[config.mk]
export PLATFORM = sky130hd
export DESIGN_NAME = lock_elision_buffer
export DESIGN_NICKNAME = d
export VERILOG_FILES = /design/src/rtl/leb_pkg.sv /design/src/rtl/leb_capture.sv /design/src/rtl/leb_ctrl.sv /design/src/rtl/leb_datapath.sv /design/src/rtl/lock_elision_buffer.sv
export SDC_FILE = /design/constraint.sdc
export NUM_CORES = 1
export LEC_CHECK = 0
export ABC_AREA = 0
export BUFFER_PORTS_ARGS = -buffer_cell sky130_fd_sc_hd__buf_2
export CAP_MARGIN = 20
export CORE_UTILIZATION = 40
export CTS_BUF_LIST = sky130_fd_sc_hd__clkbuf_8 sky130_fd_sc_hd__clkbuf_16
export DETAILED_ROUTE_END_ITERATION = 7
export PLACE_DENSITY = 0.77
export SYNTH_ARGS = -nofsm -noshare
export SYNTH_HDL_FRONTEND = slang
export SYNTH_SLANG_ARGS = --single-unit
[constraint.sdc]
create_clock -name clk -period 2.1 [get_ports clk]
set_input_delay 0.21 -clock clk [delete_from_list [all_inputs] [get_ports clk]]
set_output_delay 0.21 -clock clk [all_outputs]
set_load 0.02 [all_outputs]
[src/rtl/leb_pkg.sv]
package leb_pkg;

   typedef enum logic [2:0] {
      OP_LOAD  = 3'd0,
      OP_STORE = 3'd1,
      OP_SWAP  = 3'd2,
      OP_RMW   = 3'd3,
      OP_PAUSE = 3'd4,
      OP_NOP   = 3'd5
   } op_kind_e;

   typedef enum logic [1:0] {
      HINT_NONE = 2'd0,
      HINT_TAKE = 2'd1,
      HINT_DROP = 2'd2
   } hint_e;

   // Operation kinds that place data on the memory write path
   function automatic logic kind_writes(input logic [2:0] k);
      return (k == OP_STORE) || (k == OP_SWAP) || (k == OP_RMW);
   endfunction

   // Kinds on which an acquire hint is honoured
   function automatic logic kind_takes(input logic [2:0] k);
      return (k == OP_SWAP) || (k == OP_RMW);
   endfunction

endpackage

[src/rtl/leb_capture.sv]
module leb_capture #(
   parameter int ADDR_W = 16,
   parameter int DATA_W = 32
) (
   input  logic              clk,
   input  logic              rst_n,
   input  logic              load_en,
   input  logic [ADDR_W-1:0] addr_in,
   input  logic [DATA_W-1:0] orig_in,
   input  logic [DATA_W-1:0] new_in,
   output logic [ADDR_W-1:0] lock_addr,
   output logic [DATA_W-1:0] orig_val,
   output logic [DATA_W-1:0] new_val
);

   always_ff @(posedge clk) begin
      if (!rst_n) begin
         lock_addr <= '0;
         orig_val  <= '0;
         new_val   <= '0;
      end else if (load_en) begin
         lock_addr <= addr_in;
         orig_val  <= orig_in;
         new_val   <= new_in;
      end
   end

endmodule

[src/rtl/leb_ctrl.sv]
module leb_ctrl
   import leb_pkg::*;
#(
   parameter int ADDR_W = 16,
   parameter int DATA_W = 32,
   parameter int LINE_W = 6
) (
   input  logic              clk,
   input  logic              rst_n,
   input  logic              op_valid,
   input  logic [2:0]        op_kind,
   input  logic [1:0]        op_hint,
   input  logic [ADDR_W-1:0] op_addr,
   input  logic [DATA_W-1:0] op_wdata,
   input  logic              snp_valid,
   input  logic              snp_write,
   input  logic [ADDR_W-1:0] snp_addr,
   input  logic              abort_in,
   input  logic [ADDR_W-1:0] lock_addr,
   input  logic [DATA_W-1:0] orig_val,
   output logic              start,
   output logic              elide_wr,
   output logic              fwd_hit,
   output logic              txn_active,
   output logic              commit_pulse,
   output logic              abort_pulse
);

   localparam int TAG_LO = LINE_W;

   logic active_q, skip_q, commit_q, abort_q;
   logic take_ok, drop_ok, same_lock, snoop_hit;
   logic pause_ab, snoop_ab, any_ab, commit_now, consume_skip;

   always_comb begin
      same_lock    = (op_addr == lock_addr);
      take_ok      = op_valid && (op_hint == HINT_TAKE) && kind_takes(op_kind);
      drop_ok      = op_valid && (op_hint == HINT_DROP) && kind_writes(op_kind)
                     && active_q && same_lock;
      snoop_hit    = snp_valid && snp_write
                     && (snp_addr[ADDR_W-1:TAG_LO] == lock_addr[ADDR_W-1:TAG_LO]);
      start        = take_ok && !active_q && !skip_q;
      consume_skip = take_ok && !active_q && skip_q;
      pause_ab     = active_q && op_valid && (op_kind == OP_PAUSE);
      snoop_ab     = active_q && snoop_hit;
      any_ab       = pause_ab || snoop_ab || (active_q && abort_in);
      commit_now   = drop_ok && !any_ab;
      elide_wr     = start || (drop_ok && (op_wdata == orig_val));
      fwd_hit      = active_q && op_valid && (op_kind == OP_LOAD) && same_lock;
   end

   always_ff @(posedge clk) begin
      if (!rst_n) begin
         active_q <= 1'b0;
         skip_q   <= 1'b0;
         commit_q <= 1'b0;
         abort_q  <= 1'b0;
      end else begin
         commit_q <= commit_now;
         abort_q  <= any_ab;
         if (start)                    active_q <= 1'b1;
         else if (any_ab || commit_now) active_q <= 1'b0;
         if (any_ab)                   skip_q <= 1'b1;
         else if (consume_skip)        skip_q <= 1'b0;
      end
   end

   assign txn_active   = active_q;
   assign commit_pulse = commit_q;
   assign abort_pulse  = abort_q;

   AST_START_OPENS: assert property (@(posedge clk) disable iff (!rst_n)
      start |=> txn_active);
   AST_SNOOP_ABORTS: assert property (@(posedge clk) disable iff (!rst_n)
      (txn_active && snp_valid && snp_write
       && snp_addr[ADDR_W-1:TAG_LO] == lock_addr[ADDR_W-1:TAG_LO])
      |=> (abort_pulse && !txn_active));
   AST_PAUSE_ABORTS: assert property (@(posedge clk) disable iff (!rst_n)
      (txn_active && op_valid && op_kind == OP_PAUSE) |=> abort_pulse);
   AST_RETRY_ARMED: assert property (@(posedge clk) disable iff (!rst_n)
      abort_pulse |-> (skip_q && !txn_active));
   AST_ONE_OUTCOME: assert property (@(posedge clk) disable iff (!rst_n)
      !(commit_pulse && abort_pulse));

endmodule

[src/rtl/leb_datapath.sv]
module leb_datapath
   import leb_pkg::*;
#(
   parameter int ADDR_W = 16,
   parameter int DATA_W = 32
) (
   input  logic              op_valid,
   input  logic [2:0]        op_kind,
   input  logic [ADDR_W-1:0] op_addr,
   input  logic [DATA_W-1:0] op_wdata,
   input  logic [DATA_W-1:0] mem_rdata,
   input  logic              elide_wr,
   input  logic              fwd_hit,
   input  logic [DATA_W-1:0] new_val,
   output logic              mem_wr_en,
   output logic [ADDR_W-1:0] mem_wr_addr,
   output logic [DATA_W-1:0] mem_wr_data,
   output logic [DATA_W-1:0] core_rdata
);

   always_comb begin
      mem_wr_en   = op_valid && kind_writes(op_kind) && !elide_wr;
      mem_wr_addr = op_addr;
      mem_wr_data = op_wdata;
      core_rdata  = fwd_hit ? new_val : mem_rdata;
   end

   always_comb begin
      if (fwd_hit) begin
         AST_FWD_READ_ONLY: assert (!mem_wr_en);
      end
   end

endmodule

[src/rtl/lock_elision_buffer.sv]
module lock_elision_buffer
   import leb_pkg::*;
#(
   parameter int ADDR_W     = 16,
   parameter int DATA_W     = 32,
   parameter int LINE_W     = 6,
   parameter bit ELISION_EN = 1'b1
) (
   input  logic              clk,
   input  logic              rst_n,
   input  logic              op_valid,
   input  logic [2:0]        op_kind,
   input  logic [1:0]        op_hint,
   input  logic [ADDR_W-1:0] op_addr,
   input  logic [DATA_W-1:0] op_wdata,
   input  logic [DATA_W-1:0] mem_rdata,
   input  logic              snp_valid,
   input  logic              snp_write,
   input  logic [ADDR_W-1:0] snp_addr,
   input  logic              abort_in,
   output logic              mem_wr_en,
   output logic [ADDR_W-1:0] mem_wr_addr,
   output logic [DATA_W-1:0] mem_wr_data,
   output logic [DATA_W-1:0] core_rdata,
   output logic              txn_active,
   output logic              commit_pulse,
   output logic              abort_pulse
);

   initial begin
      AST_PARAM_ADDR: assert (ADDR_W >= 2) else $error("ADDR_W too small");
      AST_PARAM_DATA: assert (DATA_W >= 1) else $error("DATA_W too small");
      AST_PARAM_LINE: assert (LINE_W >= 0 && LINE_W < ADDR_W)
         else $error("LINE_W must be below ADDR_W");
   end

   logic              start, elide_wr, fwd_hit;
   logic [ADDR_W-1:0] lock_addr;
   logic [DATA_W-1:0] orig_val, new_val;

   generate
      if (ELISION_EN) begin : g_elide
         leb_capture #(.ADDR_W(ADDR_W), .DATA_W(DATA_W)) u_capture (
            .clk       (clk),
            .rst_n     (rst_n),
            .load_en   (start),
            .addr_in   (op_addr),
            .orig_in   (mem_rdata),
            .new_in    (op_wdata),
            .lock_addr (lock_addr),
            .orig_val  (orig_val),
            .new_val   (new_val)
         );

         leb_ctrl #(.ADDR_W(ADDR_W), .DATA_W(DATA_W), .LINE_W(LINE_W)) u_ctrl (
            .clk          (clk),
            .rst_n        (rst_n),
            .op_valid     (op_valid),
            .op_kind      (op_kind),
            .op_hint      (op_hint),
            .op_addr      (op_addr),
            .op_wdata     (op_wdata),
            .snp_valid    (snp_valid),
            .snp_write    (snp_write),
            .snp_addr     (snp_addr),
            .abort_in     (abort_in),
            .lock_addr    (lock_addr),
            .orig_val     (orig_val),
            .start        (start),
            .elide_wr     (elide_wr),
            .fwd_hit      (fwd_hit),
            .txn_active   (txn_active),
            .commit_pulse (commit_pulse),
            .abort_pulse  (abort_pulse)
         );
      end else begin : g_plain
         logic unused_in;
         assign unused_in    = ^{clk, rst_n, op_hint, snp_valid, snp_write,
                                 snp_addr, abort_in};
         assign start        = 1'b0;
         assign elide_wr     = 1'b0;
         assign fwd_hit      = 1'b0;
         assign lock_addr    = '0;
         assign orig_val     = '0;
         assign new_val      = '0;
         assign txn_active   = 1'b0;
         assign commit_pulse = 1'b0;
         assign abort_pulse  = 1'b0;
      end
   endgenerate

   leb_datapath #(.ADDR_W(ADDR_W), .DATA_W(DATA_W)) u_datapath (
      .op_valid    (op_valid),
      .op_kind     (op_kind),
      .op_addr     (op_addr),
      .op_wdata    (op_wdata),
      .mem_rdata   (mem_rdata),
      .elide_wr    (elide_wr),
      .fwd_hit     (fwd_hit),
      .new_val     (new_val),
      .mem_wr_en   (mem_wr_en),
      .mem_wr_addr (mem_wr_addr),
      .mem_wr_data (mem_wr_data),
      .core_rdata  (core_rdata)
   );

   AST_ELIDE_SILENT: assert property (@(posedge clk) disable iff (!rst_n)
      start |-> !mem_wr_en);
   AST_PLAIN_IDLE: assert property (@(posedge clk) disable iff (!rst_n)
      !ELISION_EN |-> !txn_active);

endmodule

; Yosys cells after proc, flatten, opt, wreduce, memory -nomap -nowiden
; Cells that the tools add are included.
[classes]
n_div = 0
mux = 5
n_lt_le_gt_ge = 0
n_bitwise = 0
add_sub_neg = 0
multipliers = 0
n_reduce_logical = 35
eq_ne = 9
shift = 0
[op_table]
columns = op, n
row1 = $eq 32x32->1, 1
row2 = $mux 32, 1
row3 = $logic_and 1x1->1, 21
row4 = $eq 16x16->1, 1
row5 = $eq 10x10->1, 1
row6 = $logic_or 1x1->1, 7
row7 = $eq 3x2->1 const B, 2
row8 = $logic_not 1->1, 4
row9 = $mux 1, 4
row10 = $reduce_bool 2->1, 2
row11 = $eq 3x1->1 const B, 1
row12 = $eq 3x3->1 const B, 1
row13 = $logic_not 3->1, 1
row14 = $eq 2x1->1 const B, 1
row15 = $eq 2x2->1 const B, 1
[totals]
ramBits = 0
romBits = 0
reg_bits = 84
latch_bits = 0
elab_cells = 56
inputBits = 107
memories = 0
output_inout_bits = 84

; Depth between registers and ports, before layout
[logic_depth]
word_depth = 10
depth_mapped = 7

; By module
; Synthesis repeated with hierarchy kept, for this count alone.
[hier_totals]
hier_cells = 451
area_unflattened_um2 = 4850.9
[modules_own_cells]
columns = module, area_per_inst_um2, seq_area_each_um2, cells_each, instances
row1 = leb_capture, 3064.2, 1601.5, 257, 1
row2 = leb_datapath, 917.1, 0.0, 86, 1
row3 = leb_ctrl, 869.6, 80.1, 108, 1

; Least setup slack after synthesis
; No wires, ideal clock.
[synth_path]
path_kind = register to output
startpoint = register g_elide.u_ctrl.active_q, in the netlist g_elide.u_ctrl.txn_active
endpoint = output port mem_wr_en
stages_incl_launch_ff = 8
path_slack_ns = 0.336
t_arrival_ns = 1.554
required_ns = 1.890
path_buffers = 2
cell_sequence = dfxtp_1 -> nor2_1 -> nand4_1 -> or2_2 -> buf_2 -> buf_2 -> nand3b_1 -> a21oi_1
[synth_via]
elab_chain_cells = 6
elab_cells_between_ends = 9
classes_between = reduce/logical: 9
[synth_rtl]
columns = element, line_no
row1 = "start, declared", leb_ctrl.sv:31  ; logic active_q, skip_q, commit_q, abort_q;
row2 = "start signal, assigned", leb_ctrl.sv:54  ; active_q <= 1'b0;
row3 = "start signal, assigned", leb_ctrl.sv:61  ; if (start) active_q <= 1'b1;
row4 = "start signal, assigned", leb_ctrl.sv:62  ; else if (any_ab || commit_now) active_q <= 1'b0;
row5 = $logic_not 1->1 or $logic_and 1x1->1 (tied branches), "leb_ctrl.sv:42, leb_ctrl.sv:39"
row6 = "$logic_and 1x1->1, on equally long branches", "leb_ctrl.sv:42, leb_ctrl.sv:39"
row7 = "$logic_and 1x1->1, on equally long branches", "leb_ctrl.sv:42, leb_ctrl.sv:48"
row8 = $logic_or 1x1->1 *, leb_ctrl.sv:48  ; elide_wr = start || (drop_ok && (op_wdata == orig_val));
row9 = $logic_not 1->1 *, leb_datapath.sv:22  ; mem_wr_en = op_valid && kind_writes(op_kind) && !elide_wr;
row10 = $logic_and 1x1->1 *, leb_datapath.sv:22
row11 = "end, declared", lock_elision_buffer.sv:21  ; output logic mem_wr_en,
; Mark *: on every way between the ends. The rest lies on a longest branch, timed or not.

; Final worst setup path
[layout_path]
startpoint = register g_elide.u_capture.lock_addr[15]
endpoint = output port core_rdata[12]
[layout_via]
elab_chain_cells = 3
[layout_rtl]
columns = element, line_no
row1 = "start, declared", leb_capture.sv:11  ; output logic [ADDR_W-1:0] lock_addr,
row2 = "start signal, assigned", leb_capture.sv:22  ; lock_addr <= addr_in;
row3 = $eq 16x16->1, leb_ctrl.sv:36  ; same_lock = (op_addr == lock_addr);
row4 = $logic_and 1x1->1, leb_ctrl.sv:49  ; fwd_hit = active_q && op_valid && (op_kind == OP_LOAD) && same_lock;
row5 = $mux 32, leb_datapath.sv:25  ; core_rdata = fwd_hit ? new_val : mem_rdata;
row6 = "end, declared", lock_elision_buffer.sv:24  ; output logic [DATA_W-1:0] core_rdata,
; No other way between the ends.

==> impl_metrics.csv <==
group,metric,value,unit
status,status,"finished with violations",
status,violations,"setup timing",
sta,setup_ws,-0.183,ns
synthesis,synth_top_area_share,0.362,
sta,clock_skew,0.00763,ns
sta,max_slew.worst_pin.slew,0.698,ns
finish,drive_above_1_share,0.407,
sta,timing.slew.headroom,0.534,
synthesis,synth_seq_cells,84,
clock_tree,clockBufferDepth,2,
synthesis,synth_common_cells,"nand2_1 (163), dfxtp_1 (84), a21boi_0 (67), buf_4 (48), xor2_1 (42)",
place,numPortBuffers,184,
global_route,grt-ovfl-total,0,
power_and_ir_drop,p_sw_frac,0.258,
floorplanning,die_x,110,microns
sta,slew_violations,0,
synthesis,syn-num-nets,642,
synthesis,yosys_warnings,0,
global_route,antenna_found_initial,0,
power_and_ir_drop,power_frac_comb,0.152,
min_path,hold_path.class,"input port to register",
worst_setup_path,crit_type,"register to output pin",
global_route,grt_usage,0.190,
global_route,grt.busiest_layer,"met2",
clock_tree,insertion_delay,0.34,ns
global_route,grt_util_met1,0.232,
power_and_ir_drop,switching_power,966,uW
global_route,global_route.usage.met3,0.0338,
global_route,grt_max_degree,85,
power_and_ir_drop,max-vdd-ir-drop,0.000305,V
clock_tree,cts_tree,"done",
worst_setup_path,rr_startpoint,"g_elide.u_ctrl.txn_active",
synthesis,synth_edf_count,0,
finish,fillers,1039,
clock_tree,clk_pin_slew_worst_paths,0.07,ns
sta,fin_crit,2.28,ns
power_and_ir_drop,p_leak,0.00259,uW
power_and_ir_drop,internal_power,2780,uW
sta,fin_crit_sh,1.09,
worst_setup_path,startpoint_type,"register",
routing,first_pass_iters,4,
synthesis,ys_top_cells_by_area,"dfxtp_1 (36%), nand2_1 (13%), a21boi_0 (11%), mux2_4 (9.7%), xor2_1 (7.9%)",
job,max_cap_viol_count,0,
synthesis,synthMostInstantiatedCell,"nand2_1",
sta,finalHoldViolations,0,
floorplanning,chipHeight,110,microns
routing,avgRoutedWirePerCell,14.8,microns
floorplanning,std_cell_rows,38,
sta,rsz0062_at_grt,"yes",
worst_setup_path,end_kind,"output pin",
routing,antenna_left,0,
floorplanning,die_area,0.0121,sq mm
worst_setup_path,critPathLaunch,"g_elide.u_capture.lock_addr[15]",
floorplanning,core-area,0.0111,sq mm
finish,final_area,0.00585,sq mm
place,place_area,0.00532,sq mm
finish,syn_to_final_growth,25.9,%
power_and_ir_drop,seqPwrFrac,0.435,
worst_setup_path,critPathMaxFanout,16,
routing,drt-initial-drc-count,183,
place,gp_congestion,0.780,
routing,via_count,3996,
clock_tree,cts_made_buffers,9,
synthesis,synth_flop_cell,"dfxtp_1",
sta,fmax,438,MHz
synthesis,yosys.area.top_type,"dfxtp_1",
clock_tree,cts-root-buf,"clkbuf_16",
finish,antennaDiodeCount,0,
routing,drc,0,
clock_tree,ctsHoldBuffers,0,
synthesis,ys_seq_area_frac,0.362,
worst_setup_path,arrival,2.07,ns
synthesis,ys_types,31,
synthesis,postSynthCellCount,535,
synthesis,syn_avg_cell_area,8.69,sq um
clock_tree,clock_sinks,84,
floorplanning,pin_count,191,
worst_setup_path,worstPathRequired,1.89,ns
global_route,grt_use_met2,0.330,
routing,drt_wl_total,12.0,mm
sta,final.setup.tns,-5.43,ns
routing,viasPerCell,4.93,
synthesis,netlist_area,0.00465,sq mm
global_route,grt_pass1_wl,17.4,mm
power_and_ir_drop,p_clk_frac,0.413,
global_route,grt_pass1_vias,3623,
floorplanning,initial_utilization,0.419,
finish,final_nets,772,
clock_tree,h-tree-depth,3,
synthesis,async_reset_ff_frac,0,
power_and_ir_drop,p_per_area,640,mW/mm^2
sta,setup_violations,32,
min_path,hp-start,"mem_rdata[13]",
place,post-dp-hpwl,8.28,mm
cell families after synthesis:
| logic type | after synthesis | share of synthesized area |
|---|---|---|
| buffers and inverters | 77 | 0.110 |
| AO/OA/AOI/OAI | 85 | 0.137 |
| AND/OR/NAND/NOR | 199 | 0.180 |
| XOR/XNOR | 58 | 0.109 |
| multiplexers | 32 | 0.102 |
| flip-flops | 84 | 0.362 |
power by group through the flow:
| stage | clock (uW) | combinational (uW) | sequential (uW) |
|---|---|---|---|
| 2_1_floorplan | 0 | 353 | 1660 |
| 3_3_place_gp | 0 | 530 | 1660 |
| 3_5_place_dp | 0 | 536 | 1660 |
| 4_1_cts | 1570 | 547 | 1630 |
| 5_1_grt | 1640 | 612 | 1630 |
| 6_report | 1550 | 567 | 1630 |
routing by layer:
layer | wire length [microns] | vias up
li1 | - | 1970
met1 | 5250 | 1884
met2 | 5980 | 130
met3 | 595 | 12
met4 | 172 | 0
met5 | 0 | -
flip-flops by register name, indices dropped and copies added, names as in the netlist:
signal                       flops
g_elide.u_ctrl.abort_pulse       1
g_elide.u_ctrl.commit_pulse      1
g_elide.u_capture.orig_val      32
g_elide.u_capture.lock_addr     16
g_elide.u_ctrl.skip_q            1
g_elide.u_capture.new_val       32
g_elide.u_ctrl.txn_active        1
per-stage QoR:
step                      worst slack [ns]  utilization  instances  total power (uW)  hold slack [ns]
after detailed placement             0.212        0.480        788              2200            0.459
after floorplan                      0.336            -        535              2010            0.345
after global routing                -0.285        0.528        810              3880            0.117
final                               -0.183        0.528        810              3740            0.120
after CTS                           -0.117        0.510        804              3740            0.115
after global placement               0.225        0.480        788              2190            0.450
area by class of cell:
class                      count  area, sq um  share of cell area
clock inverter                 7         60.1              0.0103
clock buffer                   9          225              0.0385
tap                          140          175              0.0299
timing repair buffer         196         1130               0.193
multi-input combinational    374         2560               0.439
sequential                    84         1690               0.289
path summary, 6_finish.rpt:
path / endpoint / slack (ns) / depth (start not counted)
setup / recovery: core_rdata[12] / -0.18 / 7
hold / removal: g_elide.u_capture.orig_val[13] / 0.12 / 3
setup reg to reg: g_elide.u_capture.new_val[7] / 0.35 / 7
hold reg to reg: g_elide.u_capture.orig_val[23] / 0.47 / 2
placed cells by master (no fill, tap or decap), drive strengths merged, types with 2 or more instances in the layout:
| master | n |
|---|---|
| xor2 | 42 |
| nand2 | 163 |
| a21boi | 82 |
| nor4 | 10 |
| xnor2 | 16 |
| mux2 | 32 |
| clkinv | 3 |
| nor2 | 5 |
| nand4 | 6 |
| dfxtp | 84 |
| clkbuf | 10 |
| and3 | 2 |
| nor3 | 2 |
| inv | 2 |
| buf | 195 |
| nor2b | 2 |
| nand3 | 5 |
what timing repair did:
action	4_1_cts	5_1_grt
buffers inserted	0	4
pin swaps	0	6
cloned	0	2
setup endpoints to repair	33	33
resized for setup	17	32
critical path, stage by stage (launching register included):
cell	delay [ns]
dfxtp_2	0.35
xnor2_2	0.17
nand3_2	0.11
nor3_4	0.25
nand3_4	0.15
buf_12	0.22
mux2_4	0.31
buf_2	0.16
(Power assumes the default switching activity.)
